`src/rtl/bus_ack_pkg.sv`:
```
`timescale 1ns/1ps
package bus_ack_pkg;
  typedef logic [2:0] bus_state_t;
  localparam bus_state_t ST_CYCLE_START = 3'd0;
endpackage

```
`src/rtl/ack_access_detect.sv`:
```
`timescale 1ns/1ps
module ack_access_detect (
  input  logic clk_i,
  input  logic rst_ni,
  input  logic as_ni,
  input  logic uds_ni,
  input  logic lds_ni,
  output logic access_o,
  output logic start_o
);
  logic prev_q;

  assign access_o = ~as_ni & (~uds_ni | ~lds_ni);
  assign start_o  = access_o & ~prev_q;

  always_ff @(posedge clk_i or negedge rst_ni) begin
    if (!rst_ni) prev_q <= 1'b0;
    else         prev_q <= access_o;
  end
endmodule

```
`src/rtl/ack_wait_counter.sv`:
```
`timescale 1ns/1ps
module ack_wait_counter #(
  parameter int NUM_REGIONS = 4,
  parameter int WAIT_W      = 3,
  localparam int REG_W      = (NUM_REGIONS > 1) ? $clog2(NUM_REGIONS) : 1
) (
  input  logic                          clk_i,
  input  logic                          rst_ni,
  input  logic                          access_i,
  input  logic                          start_i,
  input  logic [REG_W-1:0]              region_i,
  input  logic [NUM_REGIONS*WAIT_W-1:0] waits_i,
  output logic                          expired_o
);
  logic [WAIT_W-1:0] wait_tab [NUM_REGIONS];
  logic [WAIT_W-1:0] cnt_q, remaining;

  for (genvar g = 0; g < NUM_REGIONS; g++) begin : g_tab
    assign wait_tab[g] = waits_i[g*WAIT_W +: WAIT_W];
  end

  // region latched at the detecting edge; counter carries it afterwards
  assign remaining = start_i ? wait_tab[region_i] : cnt_q;
  assign expired_o = (remaining == '0);

  always_ff @(posedge clk_i or negedge rst_ni) begin
    if (!rst_ni)         cnt_q <= '0;
    else if (!access_i)  cnt_q <= '0;
    else if (!expired_o) cnt_q <= remaining - 1'b1;
    else                 cnt_q <= '0;
  end
endmodule

```
`src/rtl/ack_output_reg.sv`:
```
`timescale 1ns/1ps
module ack_output_reg
  import bus_ack_pkg::*;
(
  input  logic       clk_i,
  input  logic       rst_ni,
  input  logic       access_i,
  input  logic       expired_i,
  input  logic       hold_i,
  input  bus_state_t bus_state_i,
  output logic       dtack_no
);
  logic ack_d;

  assign ack_d = access_i & expired_i & ~hold_i & (bus_state_i != ST_CYCLE_START);

  always_ff @(posedge clk_i or negedge rst_ni) begin
    if (!rst_ni) dtack_no <= 1'b1;
    else         dtack_no <= ~ack_d;
  end
endmodule

```
`src/rtl/bus_ack_responder.sv`:
```
`timescale 1ns/1ps
module bus_ack_responder #(
  parameter int NUM_REGIONS = 4,
  parameter int WAIT_W      = 3,
  localparam int REG_W      = (NUM_REGIONS > 1) ? $clog2(NUM_REGIONS) : 1
) (
  input  logic                          clk_i,
  input  logic                          rst_ni,
  input  logic                          as_ni,
  input  logic                          uds_ni,
  input  logic                          lds_ni,
  input  logic [REG_W-1:0]              region_i,
  input  logic [NUM_REGIONS*WAIT_W-1:0] waits_i,
  input  logic                          dma_hold_i,
  input  logic [2:0]                    bus_state_i,
  output logic                          dtack_no
);
  logic access_w, start_w, expired_w;

  ack_access_detect u_det (
    .clk_i, .rst_ni, .as_ni, .uds_ni, .lds_ni,
    .access_o(access_w), .start_o(start_w)
  );

  ack_wait_counter #(.NUM_REGIONS(NUM_REGIONS), .WAIT_W(WAIT_W)) u_cnt (
    .clk_i, .rst_ni, .access_i(access_w), .start_i(start_w),
    .region_i, .waits_i, .expired_o(expired_w)
  );

  ack_output_reg u_out (
    .clk_i, .rst_ni, .access_i(access_w), .expired_i(expired_w),
    .hold_i(dma_hold_i), .bus_state_i, .dtack_no
  );
endmodule

```
`config.mk`:
```
export PLATFORM = sky130hd
export DESIGN_NAME = bus_ack_responder
export DESIGN_NICKNAME = d
export VERILOG_FILES = /design/src/rtl/bus_ack_pkg.sv /design/src/rtl/ack_access_detect.sv /design/src/rtl/ack_wait_counter.sv /design/src/rtl/ack_output_reg.sv /design/src/rtl/bus_ack_responder.sv
export SDC_FILE = /design/constraint.sdc
export NUM_CORES = 1
export LEC_CHECK = 0
export BUFFER_PORTS_ARGS = -buffer_cell sky130_fd_sc_hd__buf_4
export CAP_MARGIN = 20
export CORE_AREA = 5 5 42 44
export DETAILED_ROUTE_END_ITERATION = 8
export DIE_AREA = 0 0 47 49
export GPL_TIMING_DRIVEN = 1
export PLACE_DENSITY = 0.59
export REMOVE_ABC_BUFFERS = 1
export SYNTH_ARGS = -nofsm -noshare
export SYNTH_HDL_FRONTEND = slang
export SYNTH_HIERARCHICAL = 1
export SYNTH_SLANG_ARGS = --single-unit
```
`constraint.sdc`:
```
create_clock -name clk_i -period 5.1 [get_ports clk_i]
set_clock_uncertainty 0.05 [all_clocks]
set_input_delay 0.765 -clock clk_i [delete_from_list [all_inputs] [get_ports clk_i]]
set_output_delay 0.765 -clock clk_i [all_outputs]
set_load 0.05 [all_outputs]
```
==> implementation parameters <==
Parameter                              Value

Clock tree
  Number of buffers added for setup after CTS ... 0
  TritonCTS clock tree ... yes
  Number of buffers created by CTS ... 3
  Cts repair resizes ... 0
  Max Buffers Root-to-Sink ... 2
  Insertion delay of the later-clocked pin in the worst-skew pair ... 240 ps
  Clock sink count ... 5
  Deepest level of the CTS H-tree ... 1
  CTS root buffer ... sky130_fd_sc_hd__clkbuf_4
  Clk slew on worst S/H paths ... roughly 40 ps
  Hold bufs inserted after CTS ... 0

Critical path
  Cell with the largest stage delay on the worst path ... sky130_fd_sc_hd__a211oi_2
  Sort of element at the end of the critical path ... flop
  Class of the most critical setup path ... primary input to flop
  Depth of the worst register-to-register path ... 7
  Delay contributed by the slowest stage of the critical path ... roughly 370 ps
  Maximum fanout along the worst path ... 5
  Worst Path Required ... between 5000 and 6000 ps
  CP startpoint kind ... primary input
  Cells along the critical path ... buf_4 -> a211oi_2 -> nor2b_1 -> a221oi_4 -> nand2_2 -> nor2_1 -> nand2_1 -> or3_1
  Crit path DAT ... 2190 ps

Detailed routing
  Routed via count divided by cell count ... 4.45
  Total detailed-routing wirelength ... ~800 um
  Iteration-0 DRC count of the detailed router ... 2
  Average wire per cell in the routed design ... 10.8 um
  DRC ... 0
  First-pass detailed-route iteration total ... 3
  Via count ... about 330
  DRT antenna net count ... 0

Global route
  Global-route wire length before repair ... approximately 1300 um
  Global-route congestion overflow total ... 0
  Via count of the first global-routing pass ... ~340
  Antenna violations before repair ... 0
  Maximum number of pins on one net before global-route repair ... 6
  Total track usage ... under 10%

Timing
  Setup violations, final ... 0
  Final critical delay including setup and external delays ... around 2100 ps
  Count of final max-slew check failures ... 0
  Unrepaired setup endpoints after global routing ... no
  Fmax ... between 400 and 500 MHz
  Total Neg Setup Slack ... 0 ps
  Number of hold violations in the final report ... 0
  Headroom to the max-slew limit ... 75.6%
  Tightest Pin Transition ... 365 ps
  Final worst path period share ... 40.8%

Floorplan
  Area inside the core boundary ... 1400 sq um
  Die Area ... around 2300 sq um
  Number of core rows ... 14
  I/O pin count ... 24
  Die outline width ... 47 um
  Initial core utilization ... 26.6%
  Die Y-Extent ... 49 um

Synthesis
  Mapped cell area ... 373 sq um
  Yosys reg bits ... 5
  Number of standard cells after synthesis ... 31
  Mapped Avg Cell Area ... ~12 sq um
  Yosys cell types ... 18
  Share of synthesized area occupied by flip-flops and latches ... 33.9%
  Yosys warning count ... 6

Pwr
  Cell leakage power ... 0.274 nW
  Maximum resistive drop on vdd ... between 100 and 150 uV
  Power density over cell area ... 212 nW/um^2

Hold path
  Hold crit path type ... primary input to asynchronous set/reset pin

Status
  Status ... complete, no violations

Cells and area
  Share of final-layout standard cells stronger than drive strength 1 ... around 66%
  Final core area utilization ... 42.2%
  Fill count ... 152
  Final net count ... between 80 and 90
  Syn-to-layout area delta ... 58.7%
  Number of antenna diodes ... 0

Placement
  GP Congestion ... 0.751
  Detailed placer's ending HPWL ... approximately 700 um
  Number of buffers added on ports ... 23

Run
  Maximum Capacitance Violations ... 0
layer usage:
metal	global-route usage, %	vias to the layer above	part of all wire, %
met5	0	-	0
met4	4.15	0	0
met3	4.06	0	12
met2	10.2	15	49
met1	9.17	145	40
li1	-	169	-
cell usage after synthesis, drive strengths merged:
library cell	instances	area share (%)
mux4	1	6.0
a221oi	2	14
clkinv	1	1.0
nor2	2	2.0
and2b	1	2.3
a211oi	1	3.4
nor2b	2	3.4
mux2	5	18
o2bb2ai	1	2.3
and2	1	1.7
dfstp	1	7.0
nand2	4	4.7
nor3	1	1.3
a21oi	3	4.0
dfrtp	4	27
or3	1	1.7
path summary, 6_finish.rpt:
kind                                             to  slack [ps]                startpoint
setup reg to reg           u_out/dtack_no$_DFF_PN1_        3360    u_det/prev_q$_DFF_PN0_
setup / recovery           u_out/dtack_no$_DFF_PN1_        3020                    uds_ni
min in group clk_i         u_out/dtack_no$_DFF_PN1_         610  u_cnt/cnt_q[2]$_DFF_PN0_
hold reg to reg            u_out/dtack_no$_DFF_PN1_         610  u_cnt/cnt_q[2]$_DFF_PN0_
hold / removal             u_cnt/cnt_q[2]$_DFF_PN0_         270                    rst_ni
max in group asynchronous  u_out/dtack_no$_DFF_PN1_        4540                    rst_ni
report_power, final:
part           switching, W  leakage [nW]  internal [W]
registers       0.000000546        0.0642     0.0000422
logic             0.0000156         0.195     0.0000226
clock network     0.0000153        0.0150     0.0000295
critical path: cells and delay by family:
| kind | cells | cell delay (ps) |
|---|---|---|
| simple gates | 5 | 680 |
| compound gates | 2 | 640 |
| buf+inv | 1 | 110 |
per-stage QoR:
stage / cells / total power, W / setup slack [ps] / area, sq um / hold WS [ps]
finish: 74 / 0.000126 / 3020 / 592 / 269
global route: 74 / 0.000133 / 2880 / 592 / 262
CTS: 74 / 0.000129 / 3010 / 592 / 263
detailed placement: 70 / 0.0000820 / 2760 / 566 / 520
global placement: 70 / 0.0000818 / 2750 / 566 / 521
floorplan: 31 / 0.0000645 / 3010 / 373 / 419
area by class of cell:
cell class | count | area, sq um | share of cell area [%]
clock buffer | 4 | 26.3 | 4.44
inverter | 1 | 3.75 | 0.634
multi-input combinational | 25 | 243 | 41.0
sequential | 5 | 126 | 21.4
tap | 16 | 20.0 | 3.38
timing repair buffer | 23 | 173 | 29.2
layout by cell type, fill, tap and decap left out:
cell type / count
sky130_fd_sc_hd__mux2_4: 3
sky130_fd_sc_hd__clkbuf_1: 1
sky130_fd_sc_hd__dfstp_2: 1
sky130_fd_sc_hd__buf_4: 23
sky130_fd_sc_hd__mux2_2: 2
sky130_fd_sc_hd__and2_1: 1
sky130_fd_sc_hd__nand2_1: 3
sky130_fd_sc_hd__nor3_1: 1
sky130_fd_sc_hd__nor2_1: 2
sky130_fd_sc_hd__dfrtp_1: 4
sky130_fd_sc_hd__nor2b_1: 2
sky130_fd_sc_hd__clkinv_1: 1
sky130_fd_sc_hd__nand2_2: 1
sky130_fd_sc_hd__a21oi_1: 3
sky130_fd_sc_hd__o2bb2ai_1: 1
sky130_fd_sc_hd__clkbuf_4: 3
sky130_fd_sc_hd__mux4_2: 1
sky130_fd_sc_hd__a221oi_4: 2
sky130_fd_sc_hd__a211oi_2: 1
sky130_fd_sc_hd__or3_1: 1
sky130_fd_sc_hd__and2b_2: 1
cell families after synthesis:
group / after synthesis / share of synthesized area [%]
buf+inv: 1 / 1.01
flops: 5 / 33.9
simple gates: 12 / 17.1
mux: 6 / 24.2
compound gates: 7 / 23.8
state kept, by name (all words and copies together), names as in the netlist:
signal and count:
u_cnt/cnt_q 3, u_det/prev_q 1, u_out/dtack_no 1
Power figures use the tool's default switching activity.
